[src/rtl/eeld_pkg.sv]
package eeld_pkg;

   // Primitive operations of the bit engine
   typedef enum logic [1:0] {
      OP_START = 2'd0,
      OP_STOP  = 2'd1,
      OP_WRITE = 2'd2,
      OP_READ  = 2'd3
   } i2c_op_e;

   // Load sequencer states, in bus order
   typedef enum logic [2:0] {
      SQ_START  = 3'd0,
      SQ_CTRLW  = 3'd1,
      SQ_WADDR  = 3'd2,
      SQ_RSTART = 3'd3,
      SQ_CTRLR  = 3'd4,
      SQ_READ   = 3'd5,
      SQ_STOP   = 3'd6,
      SQ_DONE   = 3'd7
   } seq_st_e;

   localparam logic [7:0] BLANK_BYTE = 8'hFF;

endpackage

[src/rtl/eeld_i2c_phy.sv]
module eeld_i2c_phy
   import eeld_pkg::*;
#(
   parameter int unsigned CLK_DIV  = 125,
   parameter bit          SDA_SYNC = 1'b1
) (
   input  logic       clk,
   input  logic       rst_n,
   input  logic       cmd_valid,
   input  i2c_op_e    cmd_op,
   input  logic [7:0] cmd_wdata,
   input  logic       cmd_mack,
   output logic       cmd_done,
   output logic [7:0] rx_byte,
   output logic       peer_ack,
   output logic       scl_o,
   output logic       sda_oe,
   input  logic       sda_i
);

   localparam int unsigned DIV_W    = (CLK_DIV > 1) ? $clog2(CLK_DIV) : 1;
   localparam logic [3:0]  ACK_SLOT = 4'd8;

   initial begin
      assert (CLK_DIV >= 2) else $fatal(1, "CLK_DIV must be at least 2");
      assert (!SDA_SYNC || CLK_DIV >= 3) else $fatal(1, "synchronised SDA needs CLK_DIV >= 3");
   end

   logic             busy_q;
   i2c_op_e          op_q;
   logic [7:0]       sh_q;
   logic             mack_q;
   logic [3:0]       bit_q;
   logic [1:0]       ph_q;
   logic [DIV_W-1:0] div_q;
   logic             scl_q;
   logic             oe_q;
   logic             ack_q;
   logic             done_q;
   logic             sda_s;
   logic             tick;
   logic             is_byte;

   // Input path variant: two-stage synchroniser or direct sampling
   generate
      if (SDA_SYNC) begin : g_sync
         logic [1:0] sync_q;
         always_ff @(posedge clk or negedge rst_n) begin
            if (!rst_n) sync_q <= 2'b11;
            else        sync_q <= {sync_q[0], sda_i};
         end
         assign sda_s = sync_q[1];
      end else begin : g_direct
         assign sda_s = sda_i;
      end
   endgenerate

   assign tick    = busy_q && (div_q == DIV_W'(CLK_DIV - 1));
   assign is_byte = (op_q == OP_WRITE) || (op_q == OP_READ);

   always_ff @(posedge clk or negedge rst_n) begin
      if (!rst_n) begin
         busy_q <= 1'b0;
         op_q   <= OP_STOP;
         sh_q   <= '0;
         mack_q <= 1'b0;
         bit_q  <= '0;
         ph_q   <= '0;
         div_q  <= '0;
         scl_q  <= 1'b1;
         oe_q   <= 1'b0;
         ack_q  <= 1'b0;
         done_q <= 1'b0;
      end else begin
         done_q <= 1'b0;
         if (!busy_q) begin
            div_q <= '0;
            if (cmd_valid) begin
               busy_q <= 1'b1;
               op_q   <= cmd_op;
               sh_q   <= cmd_wdata;
               mack_q <= cmd_mack;
               bit_q  <= '0;
               ph_q   <= '0;
            end
         end else begin
            div_q <= tick ? '0 : div_q + 1'b1;
            if (tick) begin
               ph_q <= ph_q + 2'd1;
               unique case (op_q)
                  OP_START: begin
                     unique case (ph_q)
                        2'd0: oe_q  <= 1'b0;
                        2'd1: scl_q <= 1'b1;
                        2'd2: oe_q  <= 1'b1;
                        2'd3: scl_q <= 1'b0;
                     endcase
                  end
                  OP_STOP: begin
                     unique case (ph_q)
                        2'd0: oe_q  <= 1'b1;
                        2'd1: scl_q <= 1'b1;
                        2'd2: oe_q  <= 1'b0;
                        2'd3: oe_q  <= 1'b0;
                     endcase
                  end
                  OP_WRITE, OP_READ: begin
                     unique case (ph_q)
                        2'd0: begin
                           if (bit_q == ACK_SLOT)
                              oe_q <= (op_q == OP_READ) ? mack_q : 1'b0;
                           else
                              oe_q <= (op_q == OP_WRITE) ? ~sh_q[7] : 1'b0;
                        end
                        2'd1: scl_q <= 1'b1;
                        2'd2: begin
                           if (bit_q == ACK_SLOT)
                              ack_q <= ~sda_s;
                           else if (op_q == OP_READ)
                              sh_q <= {sh_q[6:0], sda_s};
                        end
                        2'd3: begin
                           scl_q <= 1'b0;
                           if (op_q == OP_WRITE && bit_q != ACK_SLOT)
                              sh_q <= {sh_q[6:0], 1'b0};
                        end
                     endcase
                  end
               endcase
               if (ph_q == 2'd3) begin
                  if (is_byte && bit_q != ACK_SLOT) begin
                     bit_q <= bit_q + 4'd1;
                  end else begin
                     busy_q <= 1'b0;
                     done_q <= 1'b1;
                  end
               end
            end
         end
      end
   end

   assign cmd_done = done_q;
   assign rx_byte  = sh_q;
   assign peer_ack = ack_q;
   assign scl_o    = scl_q;
   assign sda_oe   = oe_q;

   // inside a byte transfer SDA never moves while SCL stays high
   p_sda_quiet_scl_high_r3: assert property (@(posedge clk) disable iff (!rst_n)
      busy_q && is_byte && scl_q && $past(scl_q) |-> $stable(oe_q));

   // A completion strobe lasts exactly one cycle
   p_done_single_r2: assert property (@(posedge clk) disable iff (!rst_n)
      cmd_done |=> !cmd_done);

endmodule

[src/rtl/eeld_seq.sv]
module eeld_seq
   import eeld_pkg::*;
#(
   parameter int unsigned N_CFG    = 8,
   parameter int unsigned N_ID     = 8,
   parameter logic [6:0]  DEV_ADDR = 7'h50,
   parameter int unsigned IDX_W    = 5
) (
   input  logic             clk,
   input  logic             rst_n,
   output logic             cmd_valid,
   output i2c_op_e          cmd_op,
   output logic [7:0]       cmd_wdata,
   output logic             cmd_mack,
   input  logic             cmd_done,
   input  logic [7:0]       rx_byte,
   input  logic             peer_ack,
   output logic             byte_we,
   output logic [IDX_W-1:0] byte_idx,
   output logic [7:0]       byte_val,
   output logic             load_done,
   output logic             cks_err,
   output logic             no_eeprom
);

   localparam int unsigned    N_READ   = N_CFG + 1 + N_ID;
   localparam logic [IDX_W-1:0] LAST_IDX = IDX_W'(N_READ - 1);
   localparam logic [IDX_W-1:0] CKS_IDX  = IDX_W'(N_CFG);

   initial begin
      assert (N_READ <= (1 << IDX_W)) else $fatal(1, "IDX_W too narrow for the image");
   end

   seq_st_e          st_q;
   logic             pend_q;
   logic [IDX_W-1:0] cnt_q;
   logic [7:0]       sum_q;
   logic             done_q;
   logic             cks_q;
   logic             noe_q;
   logic [7:0]       sum_next;

   assign sum_next = sum_q + rx_byte;

   always_comb begin
      cmd_valid = !pend_q && (st_q != SQ_DONE);
      cmd_mack  = (cnt_q != LAST_IDX);
      cmd_wdata = 8'h00;
      cmd_op    = OP_STOP;
      unique case (st_q)
         SQ_START, SQ_RSTART: cmd_op = OP_START;
         SQ_CTRLW: begin
            cmd_op    = OP_WRITE;
            cmd_wdata = {DEV_ADDR, 1'b0};
         end
         SQ_WADDR: begin
            cmd_op    = OP_WRITE;
            cmd_wdata = 8'h00;
         end
         SQ_CTRLR: begin
            cmd_op    = OP_WRITE;
            cmd_wdata = {DEV_ADDR, 1'b1};
         end
         SQ_READ:  cmd_op = OP_READ;
         SQ_STOP, SQ_DONE: cmd_op = OP_STOP;
      endcase
   end

   assign byte_we  = cmd_done && (st_q == SQ_READ);
   assign byte_idx = cnt_q;
   assign byte_val = rx_byte;

   always_ff @(posedge clk or negedge rst_n) begin
      if (!rst_n) begin
         st_q   <= SQ_START;
         pend_q <= 1'b0;
         cnt_q  <= '0;
         sum_q  <= '0;
         done_q <= 1'b0;
         cks_q  <= 1'b0;
         noe_q  <= 1'b0;
      end else begin
         if (cmd_valid) pend_q <= 1'b1;
         if (cmd_done) begin
            pend_q <= 1'b0;
            unique case (st_q)
               SQ_START:  st_q <= SQ_CTRLW;
               SQ_RSTART: st_q <= SQ_CTRLR;
               SQ_CTRLW, SQ_WADDR, SQ_CTRLR: begin
                  if (!peer_ack) begin
                     noe_q <= 1'b1;
                     st_q  <= SQ_STOP;
                  end else if (st_q == SQ_CTRLW) begin
                     st_q <= SQ_WADDR;
                  end else if (st_q == SQ_WADDR) begin
                     st_q <= SQ_RSTART;
                  end else begin
                     st_q <= SQ_READ;
                  end
               end
               SQ_READ: begin
                  if (cnt_q < CKS_IDX) sum_q <= sum_next;
                  if (cnt_q == CKS_IDX && sum_next != 8'h00) begin
                     cks_q <= 1'b1;
                     noe_q <= 1'b1;
                  end
                  if (cnt_q == LAST_IDX) st_q <= SQ_STOP;
                  else                   cnt_q <= cnt_q + 1'b1;
               end
               SQ_STOP: begin
                  st_q   <= SQ_DONE;
                  done_q <= 1'b1;
               end
               SQ_DONE: st_q <= SQ_DONE;
            endcase
         end
      end
   end

   assign load_done = done_q;
   assign cks_err   = cks_q;
   assign no_eeprom = noe_q;

   // a check-byte mismatch always reports the device as unusable
   p_cks_implies_noeep_r5: assert property (@(posedge clk) disable iff (!rst_n)
      cks_err |-> no_eeprom);

   // completion is sticky until reset
   p_done_sticky_r9: assert property (@(posedge clk) disable iff (!rst_n)
      load_done |=> load_done);

   // no bus command is issued once the load is finished
   p_no_cmd_after_done_r9: assert property (@(posedge clk) disable iff (!rst_n)
      load_done |-> !cmd_valid);

endmodule

[src/rtl/eeld_store.sv]
module eeld_store
   import eeld_pkg::*;
#(
   parameter int unsigned         N_CFG       = 8,
   parameter int unsigned         N_ID        = 8,
   parameter int unsigned         IDX_W       = 5,
   parameter logic [N_CFG*8-1:0]  CFG_DEFAULT = '0,
   parameter int unsigned         LB_AW       = 8,
   parameter logic [LB_AW-1:0]    ID_BASE     = '0,
   parameter bit                  LB_REG      = 1'b1
) (
   input  logic               clk,
   input  logic               rst_n,
   input  logic               byte_we,
   input  logic [IDX_W-1:0]   byte_idx,
   input  logic [7:0]         byte_val,
   input  logic               load_done,
   input  logic               lb_rd,
   input  logic [LB_AW-1:0]   lb_addr,
   output logic [N_CFG*8-1:0] cfg_data,
   output logic [7:0]         lb_rdata
);

   localparam int unsigned ID_AW  = (N_ID > 1) ? $clog2(N_ID) : 1;
   localparam int unsigned ID_OFS = N_CFG + 1;

   initial begin
      assert ((1 << ID_AW) == N_ID) else $fatal(1, "N_ID must be a power of two");
      assert (LB_AW > ID_AW) else $fatal(1, "LB_AW must exceed the identity index width");
      assert (ID_BASE[ID_AW-1:0] == '0) else $fatal(1, "ID_BASE must be aligned to N_ID");
   end

   logic [N_ID*8-1:0] id_flat;
   logic              hit;
   logic [ID_AW-1:0]  sel;
   logic [7:0]        rd_c;

   generate
      for (genvar g = 0; g < N_CFG; g++) begin : g_cfg
         logic [7:0] q;
         always_ff @(posedge clk or negedge rst_n) begin
            if (!rst_n)
               q <= CFG_DEFAULT[8*g +: 8];
            else if (byte_we && byte_idx == IDX_W'(g))
               q <= byte_val;
         end
         assign cfg_data[8*g +: 8] = q;
      end

      for (genvar g = 0; g < N_ID; g++) begin : g_id
         logic [7:0] q;
         always_ff @(posedge clk or negedge rst_n) begin
            if (!rst_n)
               q <= BLANK_BYTE;
            else if (byte_we && byte_idx == IDX_W'(ID_OFS + g))
               q <= byte_val;
         end
         assign id_flat[8*g +: 8] = q;
      end
   endgenerate

   assign hit  = (lb_addr[LB_AW-1:ID_AW] == ID_BASE[LB_AW-1:ID_AW]);
   assign sel  = lb_addr[ID_AW-1:0];
   assign rd_c = (hit && load_done) ? id_flat[8*sel +: 8] : BLANK_BYTE;

   generate
      if (LB_REG) begin : g_rd_reg
         logic [7:0] rd_q;
         always_ff @(posedge clk or negedge rst_n) begin
            if (!rst_n)     rd_q <= BLANK_BYTE;
            else if (lb_rd) rd_q <= rd_c;
         end
         assign lb_rdata = rd_q;

         // a read issued before completion yields the blank pattern
         p_blank_before_done_r8: assert property (@(posedge clk) disable iff (!rst_n)
            lb_rd && !load_done |=> lb_rdata == BLANK_BYTE);
      end else begin : g_rd_comb
         assign lb_rdata = rd_c;

         // before completion the read port shows the blank pattern
         p_blank_before_done_r8: assert property (@(posedge clk) disable iff (!rst_n)
            !load_done |-> lb_rdata == BLANK_BYTE);
      end
   endgenerate

   // loaded configuration does not move after completion
   p_cfg_frozen_r4: assert property (@(posedge clk) disable iff (!rst_n)
      load_done && $past(load_done) |-> $stable(cfg_data));

endmodule

[src/rtl/eeprom_cfg_loader.sv]
module eeprom_cfg_loader
   import eeld_pkg::*;
#(
   parameter int unsigned        CLK_DIV     = 125,
   parameter bit                 SDA_SYNC    = 1'b1,
   parameter logic [6:0]         DEV_ADDR    = 7'h50,
   parameter int unsigned        N_CFG       = 8,
   parameter int unsigned        N_ID        = 8,
   parameter logic [N_CFG*8-1:0] CFG_DEFAULT = '0,
   parameter int unsigned        LB_AW       = 8,
   parameter logic [LB_AW-1:0]   ID_BASE     = 8'h40,
   parameter bit                 LB_REG      = 1'b1
) (
   input  logic               clk,
   input  logic               rst_n,
   output logic               scl_o,
   output logic               sda_oe,
   input  logic               sda_i,
   output logic [N_CFG*8-1:0] cfg_data,
   output logic               load_done,
   output logic               cks_err,
   output logic               no_eeprom,
   input  logic               lb_rd,
   input  logic [LB_AW-1:0]   lb_addr,
   output logic [7:0]         lb_rdata
);

   localparam int unsigned N_READ = N_CFG + 1 + N_ID;
   localparam int unsigned IDX_W  = $clog2(N_READ);

   logic             cmd_valid;
   i2c_op_e          cmd_op;
   logic [7:0]       cmd_wdata;
   logic             cmd_mack;
   logic             cmd_done;
   logic [7:0]       rx_byte;
   logic             peer_ack;
   logic             byte_we;
   logic [IDX_W-1:0] byte_idx;
   logic [7:0]       byte_val;

   eeld_i2c_phy #(
      .CLK_DIV  (CLK_DIV),
      .SDA_SYNC (SDA_SYNC)
   ) i_phy (
      .clk       (clk),
      .rst_n     (rst_n),
      .cmd_valid (cmd_valid),
      .cmd_op    (cmd_op),
      .cmd_wdata (cmd_wdata),
      .cmd_mack  (cmd_mack),
      .cmd_done  (cmd_done),
      .rx_byte   (rx_byte),
      .peer_ack  (peer_ack),
      .scl_o     (scl_o),
      .sda_oe    (sda_oe),
      .sda_i     (sda_i)
   );

   eeld_seq #(
      .N_CFG    (N_CFG),
      .N_ID     (N_ID),
      .DEV_ADDR (DEV_ADDR),
      .IDX_W    (IDX_W)
   ) i_seq (
      .clk       (clk),
      .rst_n     (rst_n),
      .cmd_valid (cmd_valid),
      .cmd_op    (cmd_op),
      .cmd_wdata (cmd_wdata),
      .cmd_mack  (cmd_mack),
      .cmd_done  (cmd_done),
      .rx_byte   (rx_byte),
      .peer_ack  (peer_ack),
      .byte_we   (byte_we),
      .byte_idx  (byte_idx),
      .byte_val  (byte_val),
      .load_done (load_done),
      .cks_err   (cks_err),
      .no_eeprom (no_eeprom)
   );

   eeld_store #(
      .N_CFG       (N_CFG),
      .N_ID        (N_ID),
      .IDX_W       (IDX_W),
      .CFG_DEFAULT (CFG_DEFAULT),
      .LB_AW       (LB_AW),
      .ID_BASE     (ID_BASE),
      .LB_REG      (LB_REG)
   ) i_store (
      .clk       (clk),
      .rst_n     (rst_n),
      .byte_we   (byte_we),
      .byte_idx  (byte_idx),
      .byte_val  (byte_val),
      .load_done (load_done),
      .lb_rd     (lb_rd),
      .lb_addr   (lb_addr),
      .cfg_data  (cfg_data),
      .lb_rdata  (lb_rdata)
   );

   // a finished loader leaves the bus idle
   p_bus_idle_after_done_r9: assert property (@(posedge clk) disable iff (!rst_n)
      load_done |-> scl_o && !sda_oe);

   // an abort without a check-byte error keeps the reset configuration
   p_abort_defaults_r7: assert property (@(posedge clk) disable iff (!rst_n)
      load_done && no_eeprom && !cks_err |-> cfg_data == CFG_DEFAULT);

endmodule

[config.mk]
export PLATFORM = sky130hd
export DESIGN_NAME = eeprom_cfg_loader
export DESIGN_NICKNAME = d
export VERILOG_FILES = /design/src/rtl/eeld_pkg.sv /design/src/rtl/eeld_i2c_phy.sv /design/src/rtl/eeld_seq.sv /design/src/rtl/eeld_store.sv /design/src/rtl/eeprom_cfg_loader.sv
export SDC_FILE = /design/constraint.sdc
export NUM_CORES = 1
export LEC_CHECK = 0
export BUFFER_PORTS_ARGS = -buffer_cell sky130_fd_sc_hd__buf_4
export CAP_MARGIN = 10
export CORE_ASPECT_RATIO = 0.6
export CORE_MARGIN = 1
export CORE_UTILIZATION = 40
export CTS_BUF_LIST = sky130_fd_sc_hd__clkbuf_8
export DETAILED_ROUTE_END_ITERATION = 12
export PLACE_DENSITY = 0.58
export SLEW_MARGIN = 20
export SYNTH_ARGS = -nofsm -noshare
export SYNTH_HDL_FRONTEND = slang
export SYNTH_HIERARCHICAL = 1
export SYNTH_SLANG_ARGS = --single-unit
[constraint.sdc]
create_clock -name clk -period 4 [get_ports clk]
set_input_delay 0.2 -clock clk [delete_from_list [all_inputs] [get_ports clk]]
set_output_delay 0.2 -clock clk [all_outputs]
set_load 0.05 [all_outputs]
==> flow_metrics.py, run 1 <==
metrics = {
    "setup_path": {
        "crit_arrival_ns": 3.24,
        "crit_path_end_kind": "flip-flop",
        "required_ns": 4.36,
        "worst-r2r-cell-count": 6,
        "reg2reg_to": "i_store/g_cfg[3].q[6]",
        "rrSetupSlack_ns": 1.12,
        "r2r-start": "i_seq/st_q[2]",
        "cp-start-kind": "flip-flop",
        "criticalPathCategory": "reg2reg",
        "cp_max_fo": 16,
    },
    "layout": {
        "drive_gt1_frac": 0.461,
        "diodes": 0,
        "fillCellCount": 1913,
        "syn2layout_area_growth_pct": 13.8,
        "layout.nets": 793,
    },
    "cts": {
        "clk_pin_slew_ns": 0.10,
        "cts_resized": 0,
        "cts_buffer_depth": 2,
        "post_cts_buffers": 0,
        "numCtsBuffers": 17,
        "cts_tree": "yes",
        "clock_latency_ns": 0.49,
        "cts_sinks": 187,
        "cts_root_buf": "clkbuf_8",
        "cts_max_level": 4,
    },
    "logic_synthesis": {
        "yosysWarnings": 6,
        "synth_edf_count": 0,
        "syn_area_per_cell_um2": 12.9,
        "netlist_area_mm2": 0.00888,
        "ys_seq_elements": 187,
        "syn-instance-count": 688,
        "async_reset_ff_frac": 1.00,
        "ys_seq_area_frac": 0.538,
        "ys_types": 60,
        "ys.flop_type": "dfrtp_1",
    },
    "detailed_routing": {
        "met3_length_um": 906,
        "first_iter_violations": 474,
        "num_vias": 5654,
        "routed_wirelength_um": 20800,
        "routedLengthMet1_um": 10300,
        "highest_layer": "met4",
        "dr.pass1.iters": 5,
        "viasPerCell": 5.36,
        "drc": 0,
        "wl_met2_um": 9290,
        "wl_per_cell_um": 19.8,
        "antenna_left": 0,
    },
    "sta": {
        "setup_viol": 0,
        "finalCriticalPeriod_ns": 2.88,
        "hold_viol": 0,
        "setup_tns_ns": 0,
        "max_freq_mhz": 348,
        "setup_slack_ns": 1.12,
        "worst_slew_pin_slew_ns": 1.11,
        "rsz0062_at_grt": "no",
        "holdWs_ns": 0.321,
        "skew_ns": 0.0187,
        "maxSlewHeadroom": 0.262,
        "final.period_utilization": 0.719,
        "drv_slew": 0,
    },
    "floorplan": {
        "initial_core_util": 0.415,
        "coreArea_mm2": 0.0214,
        "die-width_um": 194,
        "die_area_mm2": 0.0228,
        "die_y_um": 117,
        "ios": 89,
        "row_count": 41,
    },
    "worst_hold_path": {
        "hold_path_depth": 3,
        "hold_path_class": "in2reg",
        "hold_path_end": "i_store/lb_rdata[6]",
        "hold_path.startpoint": "lb_addr[1]",
    },
    "grt": {
        "grt_pass1_vias": 5956,
        "antenna_found_initial": 0,
        "grt_pass1_wl_um": 34100,
        "grt.overflow.total": 0,
        "gr-usage-all-layers": 0.197,
        "grt_max_degree": 103,
    },
    "power_and_ir_drop": {
        "power_frac_clock": 0.379,
        "p_leak_nw": 4.70,
        "power_frac_seq": 0.594,
        "p_sw_mw": 0.758,
        "ir_worst_vdd_uv": 210,
        "intPower_mw": 2.46,
        "switching_share": 0.235,
        "power_per_cell_area_mw_per_mm2": 319,
        "pwr-share-comb": 0.027,
    },
    "placed_design": {
        "routabilityCongestion": 0.862,
        "dp.final_hpwl_um": 14400,
        "dp_slack_ns": 1.21,
        "portBuffers": 88,
    },
    "job": {
        "maxCapViolations": 0,
    },
    "run_status": {
        "status": "finished, final reports clean",
    },
}
-- power by group through the flow --
stage / Combinational, mW / Sequential (mW) / Clock, mW
after detailed placement: 0.0895 / 1.95 / 0
after global placement: 0.0863 / 1.95 / 0
final: 0.0884 / 1.91 / 1.22
after CTS: 0.0920 / 1.91 / 1.27
after global routing: 0.103 / 1.92 / 1.35
after floorplan: 0.0451 / 1.93 / 0
-- synthesized netlist by cell type, drive strengths merged, types with 2 or more instances --
cell	instances	area share
nor2	41	0.019
and4bb	2	0.0028
buf	25	0.020
mux2	133	0.17
xnor2	7	0.0069
dfstp	76	0.22
clkbuf	18	0.0076
mux2i	4	0.0045
a221oi	8	0.0079
nor2b	7	0.0049
and3	3	0.0021
dfrtp	111	0.31
a41oi	2	0.0020
nand4b	2	0.0054
nand4	6	0.0059
o211ai	15	0.013
nand2b	4	0.0028
o31ai	3	0.0025
nor3	7	0.0039
nand2	54	0.023
nand3	12	0.0068
and3b	2	0.0020
o21ai	17	0.0096
o21a	3	0.0025
ha	17	0.024
xor2	10	0.0099
nand3b	5	0.0042
or4b	2	0.0023
inv	35	0.015
a31oi	4	0.0028
a21oi	10	0.0056
or3	3	0.0021
mux4	16	0.041
a21o	2	0.0017
nor3b	5	0.0068
-- sequential cells by signal (all words and copies together) (netlist names), 3 cells and up --
register / cells
i_phy/bit_q: 4
i_phy/div_q: 7
i_phy/rx_byte: 8
i_seq/byte_idx: 5
i_seq/st_q: 3
i_seq/sum_q: 8
i_store/g_cfg.q: 64
i_store/g_id.q: 64
i_store/lb_rdata: 8
-- cell families after synthesis --
group | after synthesis | synth area share
other | 1 | 0.000422
buffers and inverters | 79 | 0.0424
adders and majority gates | 19 | 0.0273
muxes | 153 | 0.219
and+or+nand+nor | 160 | 0.0996
DFF | 187 | 0.538
AOI/OAI and AO/OA | 71 | 0.0544
xor gates and xnor gates | 18 | 0.0194
-- how the worst max path moves through the flow --
| stage | from | to | cells after the start |
|---|---|---|---|
| finish | i_seq/st_q[2] | i_store/g_cfg[3].q[6] | 6 |
| global route | i_seq/st_q[2] | i_store/g_cfg[3].q[6] | 6 |
| CTS | i_seq/st_q[2] | i_store/g_cfg[3].q[6] | 6 |
| detailed placement | i_seq/st_q[2] | i_store/g_cfg[3].q[1] | 6 |
| global placement | i_phy/rx_byte[0] | i_seq/cks_err | 8 |
| floorplan | i_seq/st_q[1] | i_store/g_cfg[3].q[0] | 7 |
-- per-stage QoR --
| step | power [mW] | cells | utilization | cell area (µm²) |
|---|---|---|---|---|
| 6_report | 3.22 | 1055 | 0.472 | 10100 |
| 5_1_grt | 3.37 | 1055 | 0.472 | 10100 |
| 4_1_cts | 3.28 | 1055 | 0.472 | 10100 |
| 3_5_place_dp | 2.04 | 1020 | 0.453 | 9700 |
| 3_3_place_gp | 2.03 | 1020 | 0.453 | 9700 |
| 2_1_floorplan | 1.98 | 692 | - | 8900 |
-- cells in the final DEF, fill, tap and decap left out, drive strengths merged, types with 8 or more instances in the layout --
master and n:
mux4 16, o21ai 17, nand2 54, buf 92, dfrtp 111, xor2 10
nor2 41, o211ai 15, clkbuf 20, a221oi 8, a21oi 10, nand3 12
ha 17, mux2 133, dfstp 76, inv 42
-- worst max-delay path: stages, from the launching register on --
cell and delay [ns]:
dfrtp_1 0.64, and3b_1 0.28, nand2_1 0.10, inv_1 0.22, nor4b_2 0.39, nor2b_1 0.71, mux2_2 0.41
-- repair_timing --
| item | in CTS | in global routing |
|---|---|---|
| setup endpoints to repair | 0 | 0 |
| endpoints found under the hold margin | 65 | 0 |
| hold buffers | 3 | 0 |
-- area by class of cell --
type | instances | area, µm² | area share
Clock buffer | 20 | 275 | 0.0272
Inverter | 36 | 135 | 0.0134
Multi-Input combinational cell | 426 | 3740 | 0.371
Sequential cell | 187 | 4770 | 0.473
Clock inverter | 12 | 100 | 0.00991
Timing Repair Buffer | 95 | 724 | 0.0717
Tap cell | 279 | 349 | 0.0346
-- per-layer routing --
metal / global-route usage / vias up
li1: - / 2562
met1: 0.287 / 2943
met2: 0.287 / 128
met3: 0.0388 / 21
met4: 0.0764 / 0
met5: 0 / -
No activity file was read; power rests on OpenSTA's default activity.
==> inputs of run 2 (changes only) <==
- clock period: 4 -> 2.8 ns (I/O delays scaled with it)
==> flow_metrics.py, run 2 (synthesis results as in run 1) <==
metrics = {
    "worst_hold_path": {
        "hold_path_end": "i_store/lb_rdata[6]",
        "hold_path.startpoint": "lb_addr[1]",
        "hold_path_class": "in2reg",
        "hold_path_depth": 3,
    },
    "floorplan": {
        "coreArea_mm2": 0.0214,
        "die_y_um": 117,
        "die_area_mm2": 0.0228,
        "initial_core_util": 0.415,
        "die-width_um": 194,
        "row_count": 41,
        "ios": 89,
    },
    "power_and_ir_drop": {
        "power_per_cell_area_mw_per_mm2": 463,
        "p_leak_nw": 4.79,
        "ir_worst_vdd_uv": 334,
    },
    "detailed_routing": {
        "dr.pass1.iters": 4,
        "wl_per_cell_um": 19.7,
        "drc": 0,
        "routed_wirelength_um": 21100,
        "antenna_left": 0,
        "viasPerCell": 5.23,
        "first_iter_violations": 324,
        "num_vias": 5592,
    },
    "sta": {
        "setup_viol": 0,
        "final.period_utilization": 0.866,
        "setup_tns_ns": 0,
        "rsz0062_at_grt": "no",
        "worst_slew_pin_slew_ns": 0.843,
        "maxSlewHeadroom": 0.434,
        "skew_ns": 0.0103,
        "drv_slew": 0,
        "finalCriticalPeriod_ns": 2.42,
        "hold_viol": 0,
        "max_freq_mhz": 413,
    },
    "setup_path": {
        "required_ns": 3.16,
        "r2r-start": "i_seq/st_q[1]",
        "cp_max_fo": 8,
        "rrSetupSlack_ns": 0.38,
        "worst-r2r-cell-count": 7,
        "cp_slowest_cell": "nor4b_2",
        "max_stage_delay_ns": 0.47,
        "crit_arrival_ns": 2.78,
        "crit_path_end_kind": "flip-flop",
        "cp-start-kind": "flip-flop",
        "reg2reg_to": "i_store/g_cfg[3].q[6]",
        "crit_path_cell_trace": "and3b_1 -> nand2_1 -> inv_1 -> nor4b_2 -> nor2b_1 -> buf_4 -> mux2_2",
        "path_buf_inv": 2,
        "criticalPathCategory": "reg2reg",
        "critPathTopFamily": "simple AND/OR/NAND/NOR gates",
    },
    "cts": {
        "clk_pin_slew_ns": 0.09,
        "post_cts_buffers": 0,
        "cts_root_buf": "clkbuf_8",
        "clock_latency_ns": 0.47,
        "cts_buffer_depth": 2,
        "cts_sinks": 187,
        "numCtsBuffers": 17,
        "cts_tree": "yes",
        "cts_max_level": 4,
    },
    "grt": {
        "antenna_found_initial": 0,
        "grt_max_degree": 83,
        "grt.overflow.total": 0,
        "gr-usage-all-layers": 0.195,
        "grt_pass1_vias": 5858,
        "grt_pass1_wl_um": 34000,
    },
    "layout": {
        "mostFrequentLayoutCell": "mux2_2",
        "fillCellCount": 1880,
        "diodes": 0,
        "most-common-layout-cells": "121 x mux2_2, 111 x dfrtp_1, 105 x buf_4",
        "postLayoutCoreUtil": 0.480,
        "syn2layout_area_growth_pct": 15.5,
        "drive_gt1_frac": 0.473,
        "top_regs": "i_store/g_cfg.q x64, i_store/g_id.q x64",
        "layout.nets": 808,
    },
    "placed_design": {
        "routabilityCongestion": 0.807,
        "dp.final_hpwl_um": 14700,
        "portBuffers": 88,
    },
    "run_status": {
        "status": "finished, final reports clean",
    },
    "job": {
        "maxCapViolations": 0,
    },
}
==> run 2: changes by cell type in the layout (fill, tap and decap cells not counted) <==
cell,change
inv_1,-1
clkbuf_8,-3
clkinvlp_4,-1
bufinv_16,+2
buf_12,+1
inv_6,+2
buf_4,+14
clkinv_4,+1
inv_4,-2
clkinv_2,+2
==> run 2: what timing repair did <==
item,CTS,global route
hold endpoints to repair,57,0
gates resized for setup,0,0
hold buffers,3,0
==> run 2: how the worst max path moves through the flow <==
stage | to | depth (start not counted) | from | slack, ns
after floorplan | i_store/g_cfg[3].q[0] | 7 | i_seq/st_q[1] | 0.81
after global placement | i_store/g_cfg[3].q[2] | 7 | i_seq/st_q[1] | 0.48
after detailed placement | i_store/g_cfg[3].q[6] | 7 | i_seq/st_q[1] | 0.43
after CTS | i_store/g_cfg[3].q[6] | 7 | i_seq/st_q[1] | 0.38
after global routing | i_store/g_cfg[3].q[6] | 7 | i_seq/st_q[1] | 0.27
final | i_store/g_cfg[3].q[6] | 7 | i_seq/st_q[1] | 0.38
==> run 2: where the power goes <==
group	switching (mW)	total [mW]	internal [mW]
logic	0.113	0.156	0.0433
registers	0.00429	2.72	2.71
clock network	0.988	1.87	0.887
total	1.10	4.75	3.64
==> run 2: per-stage QoR <==
step | total power [mW] | setup WS [ns] | area, µm² | hold slack (ns) | instances
finish | 4.75 | 0.376 | 10300 | 0.212 | 1070
floorplan | 2.83 | 0.806 | 8900 | -0.156 | 692
CTS | 4.82 | 0.380 | 10300 | 0.170 | 1070
global route | 4.94 | 0.273 | 10300 | 0.233 | 1070
global placement | 2.91 | 0.483 | 9820 | 0.231 | 1035
detailed placement | 2.92 | 0.435 | 9820 | 0.246 | 1035
==> run 2: cell type report <==
| cell class | instances | area [µm²] | area share |
|---|---|---|---|
| clock buffer | 17 | 234 | 0.0228 |
| clock inverter | 15 | 173 | 0.0168 |
| inverter | 36 | 135 | 0.0132 |
| multi-input combinational | 426 | 3740 | 0.365 |
| sequential | 187 | 4770 | 0.465 |
| tap | 279 | 349 | 0.0340 |
| timing repair buffer | 110 | 850 | 0.0828 |
==> run 2: worst register-to-register path: stages, from the launching register on <==
cell	delay, ns
dfrtp_1	0.38
and3b_1	0.25
nand2_1	0.11
inv_1	0.23
nor4b_2	0.47
nor2b_1	0.29
buf_4	0.22
mux2_2	0.36
==> run 2: routing by layer <==
metal,up-vias,wire (µm),track usage
li1,2593,-,-
met1,2905,10700,0.290
met2,85,9340,0.288
met3,9,875,0.0406
met4,0,164,0.0516
met5,-,0,0
==> inputs of run 3 (changes only) <==
- PLACE_DENSITY: 0.58 -> 0.6
- clock period: 2.8 -> 2 ns (I/O delays scaled with it)
==> flow_metrics.py, run 3 (synthesis results as in run 1) <==
metrics = {
    "grt": {
        "antenna_found_initial": 0,
        "grt_pass1_vias": 6091,
        "gr-usage-all-layers": 0.194,
        "grt_max_degree": 66,
        "grt_pass1_wl_um": 34200,
        "grt.overflow.total": 0,
    },
    "sta": {
        "drv_slew": 0,
        "skew_ns": 0.0226,
        "maxSlewHeadroom": 0.549,
        "hold_viol": 0,
        "finalCriticalPeriod_ns": 1.97,
        "setup_viol": 0,
        "worst_slew_pin_slew_ns": 0.677,
        "final.period_utilization": 0.985,
        "max_freq_mhz": 508,
        "setup_tns_ns": 0,
    },
    "floorplan": {
        "die_y_um": 117,
        "coreArea_mm2": 0.0214,
        "die-width_um": 194,
        "ios": 89,
        "die_area_mm2": 0.0228,
        "initial_core_util": 0.415,
        "row_count": 41,
    },
    "layout": {
        "drive_gt1_frac": 0.520,
        "top_regs": "i_store/g_cfg.q x64, i_store/g_id.q x64",
        "diodes": 0,
        "layout.nets": 844,
        "most-common-layout-cells": "127 x buf_4, 121 x mux2_2, 111 x dfrtp_1",
        "syn2layout_area_growth_pct": 21.2,
        "mostFrequentLayoutCell": "buf_4",
    },
    "detailed_routing": {
        "routed_wirelength_um": 21100,
        "num_vias": 5835,
        "wl_per_cell_um": 19.1,
        "first_iter_violations": 253,
        "antenna_left": 0,
        "viasPerCell": 5.28,
        "dr.pass1.iters": 4,
        "drc": 0,
    },
    "cts": {
        "cts_tree": "yes",
        "cts_buffer_depth": 2,
        "cts_root_buf": "clkbuf_8",
        "cts_max_level": 4,
        "clk_pin_slew_ns": 0.11,
        "cts_sinks": 187,
        "clock_latency_ns": 0.47,
        "numCtsBuffers": 17,
    },
    "worst_hold_path": {
        "hold_path_class": "in2async",
    },
    "setup_path": {
        "cp_slowest_cell": "dfrtp_1",
        "required_ns": 2.37,
        "criticalPathCategory": "reg2reg",
        "max_stage_delay_ns": 0.37,
        "cp_max_fo": 2,
        "path_buf_inv": 1,
        "critPathTopFamily": "adder cells",
        "crit_arrival_ns": 2.34,
        "crit_path_end_kind": "flip-flop",
        "crit_path_cell_trace": "ha_2 -> inv_1 -> fa_2 -> nand2b_4 -> a21oi_1 -> mux2i_1 -> nor3_2 -> a41oi_1",
        "cp-start-kind": "flip-flop",
    },
    "placed_design": {
        "routabilityCongestion": 0.805,
        "dp.final_hpwl_um": 14800,
        "portBuffers": 88,
    },
    "job": {
        "maxCapViolations": 0,
    },
    "power_and_ir_drop": {
        "power_per_cell_area_mw_per_mm2": 602,
        "ir_worst_vdd_uv": 434,
        "p_leak_nw": 5.03,
        "power_mw": 6.48,
    },
    "run_status": {
        "status": "finished, final reports clean",
    },
}
-- run 3: cell count changes in the layout (fill, tap and decap cells not counted), moves of 3 or more --
cell        previous run  this run
buf_12                 1        13
nand2_2                0         3
nor3_1                 7         4
nor3_2                 0         3
clkinvlp_4             0         3
buf_4                105       127
clkinv_2               4         1
nand2_1               54        51
-- run 3: metrics by stage --
stage | cells | util | hold slack (ns) | area [µm²] | setup slack, ns
3_5_place_dp | 1065 | 0.477 | 0.167 | 10200 | -0.0499
2_1_floorplan | 692 | - | -0.196 | 8900 | 0.00596
4_1_cts | 1102 | 0.498 | 0.190 | 10700 | 0.0125
6_report | 1106 | 0.503 | 0.192 | 10800 | 0.0306
5_1_grt | 1106 | 0.503 | 0.233 | 10800 | -0.0194
3_3_place_gp | 1065 | 0.477 | 0.157 | 10200 | 0.0261
-- run 3: path summary, 6_finish.rpt --
| kind | start | endpoint | slack, ns | cells past startpoint |
|---|---|---|---|---|
| min in group clk | lb_addr[1] | i_store/lb_rdata[3] | 0.21 | 4 |
| worst max register to register | i_seq/sum_q[0] | i_seq/cks_err | 0.03 | 8 |
| worst max-delay path | i_seq/sum_q[0] | i_seq/cks_err | 0.03 | 8 |
| worst min-delay path | rst_n | i_phy/ph_q[1] | 0.19 | 2 |
| max in group asynchronous | rst_n | i_store/g_cfg[6].q[2] | 1.04 | 3 |
| worst min register to register | i_phy/g_sync.sync_q[0] | i_phy/g_sync.sync_q[1] | 0.36 | 0 |
-- run 3: worst reg2reg max path: cells and delay by family (launching register included) --
family	cells	cell delay (ns)
mux	1	0.30
flops	1	0.37
compound gates	2	0.38
fa+ha+maj	2	0.53
buf+inv	1	0.06
simple gates	2	0.25
-- run 3: area by class of cell --
cell class	count	area, µm²
clock inverters	13	118
multi-input cells	426	3850
flip-flops and latches	187	4770
inverters	36	135
fillers	1852	10600
repair buffers	146	1280
clock buffers	19	262
well taps	279	349
-- run 3: metal layers --
metal / vias up / GRT usage / share of wire
met3: 30 / 0.0423 / 0.055
met1: 3007 / 0.291 / 0.50
met4: 0 / 0.0645 / 0.018
met5: - / 0 / 0
li1: 2672 / - / -
met2: 126 / 0.277 / 0.43
-- run 3: what timing repair did --
item                                    CTS  global route
hold buffers                              3             0
endpoints found under the setup margin   57            60
gates resized for setup                   7            21
endpoints found under the hold margin    42             0
setup buffers                             2             5
pin swaps                                 0             3
gates cloned                              0             0
-- run 3: power by group --
part / switching [mW] / internal (mW) / total (mW) / leakage, nW
registers: 0.00461 / 3.80 / 3.80 / 2.30
clock network: 1.38 / 1.06 / 2.44 / 0.192
logic: 0.166 / 0.0738 / 0.240 / 2.53
total: 1.55 / 4.93 / 6.48 / 5.03
